--- src/rtl/tm_regfile_2r2w.sv ---
module tm_regfile_2r2w #(
  parameter int DATA_W = 32,
  parameter int ADDR_W = 5,
  localparam int DEPTH = 1 << ADDR_W
) (
  input  logic              clk,
  input  logic              rst,
  input  logic              start,
  input  logic [ADDR_W-1:0] rd0_addr,
  output logic [DATA_W-1:0] rd0_data,
  input  logic [ADDR_W-1:0] rd1_addr,
  output logic [DATA_W-1:0] rd1_data,
  input  logic              wr0_en,
  input  logic [ADDR_W-1:0] wr0_addr,
  input  logic [DATA_W-1:0] wr0_data,
  input  logic              wr1_en,
  input  logic [ADDR_W-1:0] wr1_addr,
  input  logic [DATA_W-1:0] wr1_data,
  output logic              done
);

  typedef enum logic [1:0] {PH_IDLE, PH_WR0, PH_WR1} phase_t;

  phase_t            phase;
  logic [DATA_W-1:0] mem [DEPTH];

  logic              w0_en_q, w1_en_q;
  logic [ADDR_W-1:0] w0_addr_q, w1_addr_q;
  logic [DATA_W-1:0] w0_data_q, w1_data_q;

  wire idle   = (phase == PH_IDLE);
  wire accept = start && idle;

  wire              mem_we = (phase == PH_WR0 && w0_en_q) || (phase == PH_WR1 && w1_en_q);
  wire [ADDR_W-1:0] mem_wa = (phase == PH_WR1) ? w1_addr_q : w0_addr_q;
  wire [DATA_W-1:0] mem_wd = (phase == PH_WR1) ? w1_data_q : w0_data_q;

  always_ff @(posedge clk) begin
    if (rst) begin
      phase <= PH_IDLE;
      done  <= 1'b0;
    end else begin
      done <= (phase == PH_WR1);
      case (phase)
        PH_IDLE: if (start) phase <= PH_WR0;
        PH_WR0:  phase <= PH_WR1;
        default: phase <= PH_IDLE;
      endcase
    end
  end

  always_ff @(posedge clk) begin
    if (rst) begin
      w0_en_q   <= 1'b0;
      w1_en_q   <= 1'b0;
      w0_addr_q <= '0;
      w1_addr_q <= '0;
      w0_data_q <= '0;
      w1_data_q <= '0;
    end else if (accept) begin
      w0_en_q   <= wr0_en;
      w1_en_q   <= wr1_en;
      w0_addr_q <= wr0_addr;
      w1_addr_q <= wr1_addr;
      w0_data_q <= wr0_data;
      w1_data_q <= wr1_data;
    end
  end

  always_ff @(posedge clk) begin
    if (rst) begin
      rd0_data <= '0;
      rd1_data <= '0;
    end else if (accept) begin
      rd0_data <= mem[rd0_addr];
      rd1_data <= mem[rd1_addr];
    end
  end

  always_ff @(posedge clk) begin
    if (rst) begin
      for (int i = 0; i < DEPTH; i++) mem[i] <= '0;
    end else if (mem_we) begin
      mem[mem_wa] <= mem_wd;
    end
  end

  // done arrives three edges after an accepted start
  p_done_latency_r7: assert property (@(posedge clk) disable iff (rst)
    accept |=> ##2 done);

  p_done_pulse_r7: assert property (@(posedge clk) disable iff (rst)
    done |=> !done);

  // read results move only on an accepted start
  p_read_hold_r8: assert property (@(posedge clk) disable iff (rst)
    !accept |=> ($stable(rd0_data) && $stable(rd1_data)));

  // a start during a busy cycle must not disturb the captured writes
  p_busy_start_ignored_r9: assert property (@(posedge clk) disable iff (rst)
    (start && !idle) |=> $stable({w0_en_q, w0_addr_q, w0_data_q, w1_en_q, w1_addr_q, w1_data_q}));

endmodule

--- config.mk ---
export PLATFORM = sky130hd
export DESIGN_NAME = tm_regfile_2r2w
export DESIGN_NICKNAME = d
export VERILOG_FILES = /design/src/rtl/tm_regfile_2r2w.sv
export SDC_FILE = /design/constraint.sdc
export NUM_CORES = 2
export LEC_CHECK = 0
export ABC_AREA = 0
export BUFFER_PORTS_ARGS = -buffer_cell sky130_fd_sc_hd__buf_4
export CAP_MARGIN = 25
export CORE_MARGIN = 2
export CORE_UTILIZATION = 59
export CTS_BUF_LIST = sky130_fd_sc_hd__clkbuf_4 sky130_fd_sc_hd__clkbuf_8
export CTS_CLUSTER_SIZE = 30
export DETAILED_ROUTE_END_ITERATION = 8
export GPL_ROUTABILITY_DRIVEN = 1
export PLACE_DENSITY_LB_ADDON = 0.08
export SLEW_MARGIN = 20
export SYNTH_ARGS = -nofsm -noshare
export SYNTH_HDL_FRONTEND = slang
export SYNTH_SLANG_ARGS = --single-unit
--- constraint.sdc ---
create_clock -name clk -period 2.6 [get_ports clk]
set_input_delay 0.26 -clock clk [delete_from_list [all_inputs] [get_ports clk]]
set_output_delay 0.26 -clock clk [all_outputs]
set_load 0.02 [all_outputs]
# Yosys cells after proc, flatten, opt, wreduce, memory -nomap -nowiden
# Memory sizes are Yosys's and may differ from the RTL's. A register that Yosys moved wholly into a read port is not among the register bits.
# Index checks and enable logic that the tools add are counted.
word_totals:
  n_memories: 1
  word_cells: 30
  ram_bits: 1024
  regBits: 79
  in_bits: 89
  output_inout_bits: 65
memory_table:
  columns: ["name", "words", "width", "rd", "rd_clocked_by_memory_dff", "write_ports", "line", "source"]
  rows:
  - ["mem", 32, 32, 2, 2, 32, "25", "logic [DATA_W-1:0] mem [DEPTH];"]
op_classes:
  n_reduce_logical: 6
  eq_ne: 3
  n_mux: 12
op_table:
  columns: ["cell", "n"]
  rows:
  - ["$mux W32", 2]
  - ["$reduce_or A32 Y1", 1]
  - ["$mux W5", 2]
  - ["$mux W1", 6]
  - ["$pmux W2 S2", 1]
  - ["$logic_and A1 B1 Y1", 3]
  - ["$eq A2 B1 Y1 const B", 1]
  - ["$eq A2 B2 Y1 const B", 1]
  - ["$logic_not A2 Y1", 1]
  - ["$mux W2", 1]
  - ["$ne A2 B2 Y1 const B", 1]
  - ["$logic_or A1 B1 Y1", 1]

# Longest topological paths before layout
depth:
  depth_word: 8
  mapped_depth: 9
  ltp_nobuf: 5

# Least setup slack after synthesis
# OpenSTA, ideal clock, no wires.
synth_timing:
  path_kind: "register -> register"
  start: "register phase[0]"
  end: "memory mem[7][0] (enable)"
  n_path_buf: 3
  slack_ps: -20
  required_ps: 2206
  synth_period_minus_slack_ps: 2620
  setup_time_ps: 394
  arrival_time_ps: 2226
  path_stages_with_launch: 9
  cell_sequence: "dfxtp_1 -> buf_2 -> nand2b_1 -> buf_4 -> buf_4 -> nand3_1 -> a21oi_1 -> nand2_1 -> nand2b_1"
synth_lines:
  columns: ["item", "line", "source"]
  rows:
  - ["start, declared", "24", "phase_t phase;"]
  - ["start signal, assigned", "40", "phase <= PH_IDLE;"]
  - ["start signal, assigned", "45", "PH_IDLE: if (start) phase <= PH_WR0;"]
  - ["start signal, assigned", "46", "PH_WR0: phase <= PH_WR1;"]
  - ["end, declared", "25", null]

# Worst setup path after layout
layout_timing:
  start: "register phase[0]"
  end: "register w0_data_q[13]"
layout_between:
  elab_chain_cells: 2
layout_lines:
  columns: ["item", "line", "source"]
  rows:
  - ["$logic_not A2 Y1", "31", "wire idle = (phase == PH_IDLE);"]
  - ["$logic_and A1 B1 Y1", "32", "wire accept = start && idle;"]
  - ["end signal, assigned", "65", "w0_data_q <= wr0_data;"]
  - ["end, declared", "29", "logic [DATA_W-1:0] w0_data_q, w1_data_q;"]
# No other way between the ends.
# A chain may end at the register's enable or synchronous reset.

==> flow_summary.ini <==
[status]
status = finished, final reports clean

[worst_setup_path]
cp_cell_sequence = buf_4 > nor2_1 > and2_4 > nand2_1 > dlygate4sd3_1 > a21oi_1 > dlygate4sd3_1
required_ns = 3.41
slowest_delay_ns = 0.58
path_max_fanout = 10
crit_path_frequent_cell = dlygate4sd3_1
reg2reg_slack_ns = 0.11
cp_slowest_cell = dlygate4sd3_1
end_kind = register
crit_type = reg2reg
cp-start-kind = register
worstPathArrival_ns = 3.30

[synth]
netlist.area_leader.share_pct = 52.2
ys.flop_type = edfxtp_1
yosysTopAreaCell = edfxtp_1
syn_area_mm2 = 0.0589
netlist_instances = 5083
ys_warn_count = 0
yosysMostFrequentCell = nor2_1
synthTopCellsByArea = edfxtp_1 (52%), mux2i_1 (18%), nor2_1 (7.0%)
async_flop_share_pct = 0
syn_nets = 5172
synth.avg_cell_area_um2 = 11.6
ys_seq_area_share_pct = 57.0
ys_seq_elements = 1167
synth_edf_count = 1024
ys_types = 35
synthTopCellsByCount = nor2_1 (1102), mux2i_1 (1061), edfxtp_1 (1024)

[floorplan]
initial_core_util_pct = 59.7
pin_count = 154
die_h_um = 320
rows = 115
die_w_um = 320
core-area_mm2 = 0.0987
dieArea_mm2 = 0.102

[drt]
finalWirelength_mm = 202
drc = 0
routed_via_density = 6.70
first_pass_iters = 8
route.antenna.remaining_nets = 0
wl_per_cell_um = 29.7
dr.first_iter.drc_count = 6726
vias = 45600

[timing]
rsz0062_at_grt = no
fin_setup_tns_ns = 0
slew_headroom_pct = 35.1
final-hold-violation-count = 0
finalCritPeriodShare_pct = 95.7
fin_worst_skew_ns = 0.0304
setup_viol = 0
finalMaxSlewViolations = 0
setup_ws_ns = 0.112
fmax_mhz = 402
holdWs_ns = 0.131
tightest_slew_ns = 0.973
fin_crit_ns = 2.49

[place]
dp_hpwl_mm = 125
place_congestion = 0.896
place_area_mm2 = 0.0638
port_buffers = 153
place_worst_setup_slack_ns = 0.133

[grt]
grt_pass1_wl_mm = 291
grt-busiest-layer = met2
met3_usage_pct = 9.56
antenna_found_initial = 8
first_global_vias = 44600
grt.met2_usage_pct = 59.3
grt_max_degree = 77
grt_use_total_pct = 39.0
grt_use_met1_pct = 52.8
grt_overflow = 0

[clock_network]
cts-root-buf = clkbuf_8
cts_tree = yes
path_clk_slew_ns = 0.06
clk_latency_ns = 0.87
htreeDepth = 4
clkSinkCount = 1167
numCtsBuffers = 190
clock_path_buffers = 3

[finish]
area_growth_pct = 16.6
fin_area_mm2 = 0.0687
drive_gt1_share_pct = 17.7
nNetsFinal = 5447

[pwr]
p_leak_nw = 26.4
p_per_area_mw_per_mm2 = 635
power_mw = 43.6
ir_drop_mv = 0.483

[flow_run]
maxCapViolations = 0

[worst_hold_path]
hold_class = in2reg
[state kept, by name, indices dropped and copies added (netlist names)]
signal and count:
rd0_data 32, phase 2, w1_addr_q 5, done 1, w1_en_q 1, w0_en_q 1, w0_addr_q 5, w0_data_q 32
rd1_data 32, w1_data_q 32, mem 1024
[critical path: cells and delay by family (launching register included)]
family / cells / cell delay (ns)
buffers and inverters: 3 / 1.29
and+or+nand+nor: 3 / 0.68
DFF: 1 / 0.31
AOI/OAI and AO/OA: 1 / 0.14
[per-layer routing]
layer	vias to the layer above	routed length, um
li1	19300	-
met1	22300	75500
met2	3296	89700
met3	635	26800
met4	6	10300
met5	-	38
[power breakdown]
part           internal, mW  switching [mW]  leakage (nW)
Combinational          2.17            3.51          12.6
Clock                  9.05            7.42          2.08
Sequential             21.0           0.460          11.8
[layout by cell type (no fill, tap or decap), types with 64 or more instances in the layout]
| cell type | count |
|---|---|
| nand2_1 | 154 |
| buf_12 | 129 |
| nor2_1 | 1100 |
| a21oi_1 | 338 |
| or4_1 | 64 |
| a22oi_1 | 512 |
| buf_4 | 353 |
| dlygate4sd3_1 | 99 |
| dfxtp_1 | 143 |
| clkbuf_8 | 219 |
| clkbuf_4 | 74 |
| edfxtp_1 | 1024 |
| mux2i_1 | 1029 |
[metrics by stage]
step | std cells | util (%)
floorplan | 5083 | -
global placement | 6351 | 64.6
detailed placement | 6351 | 64.6
CTS | 6797 | 69.6
global route | 6801 | 69.6
finish | 6802 | 69.6
[what timing repair did]
item,CTS,global route
setup endpoints to repair,0,45
resized for setup,0,2
hold buffers,99,0
setup buffers,0,2
endpoints found under the hold margin,93,0
[cell type report]
class | instances | area, um2
Inverter | 3 | 11.3
Clock buffer | 292 | 3560
Clock inverter | 55 | 344
Multi-Input combinational cell | 3411 | 23300
Tap cell | 1287 | 1610
Sequential cell | 1167 | 33600
Fill cell | 7047 | 30000
Antenna cell | 2 | 5.00
Timing Repair Buffer | 585 | 6280
[cell families (layout without fill, tap and decap cells)]
group                  count (synthesis)  count (layout)  synth area share (%)
muxes                               1061            1061                  18.0
buffers and inverters                506             935                  4.29
and+or+nand+nor                     1428            1429                  9.84
other                                  0               2                     0
DFF                                 1167            1167                  57.0
AOI/OAI and AO/OA                    921             921                  10.8
[path summary, 6_finish.rpt]
path,startpoint,endpoint,cells after the start
setup / recovery,phase[0],w0_data_q[13],7
setup reg to reg,phase[0],w0_data_q[13],7
hold / removal,start,w1_en_q,4
hold reg to reg,w1_data_q[25],w1_data_q[25],2
(Power assumes the default switching activity.)
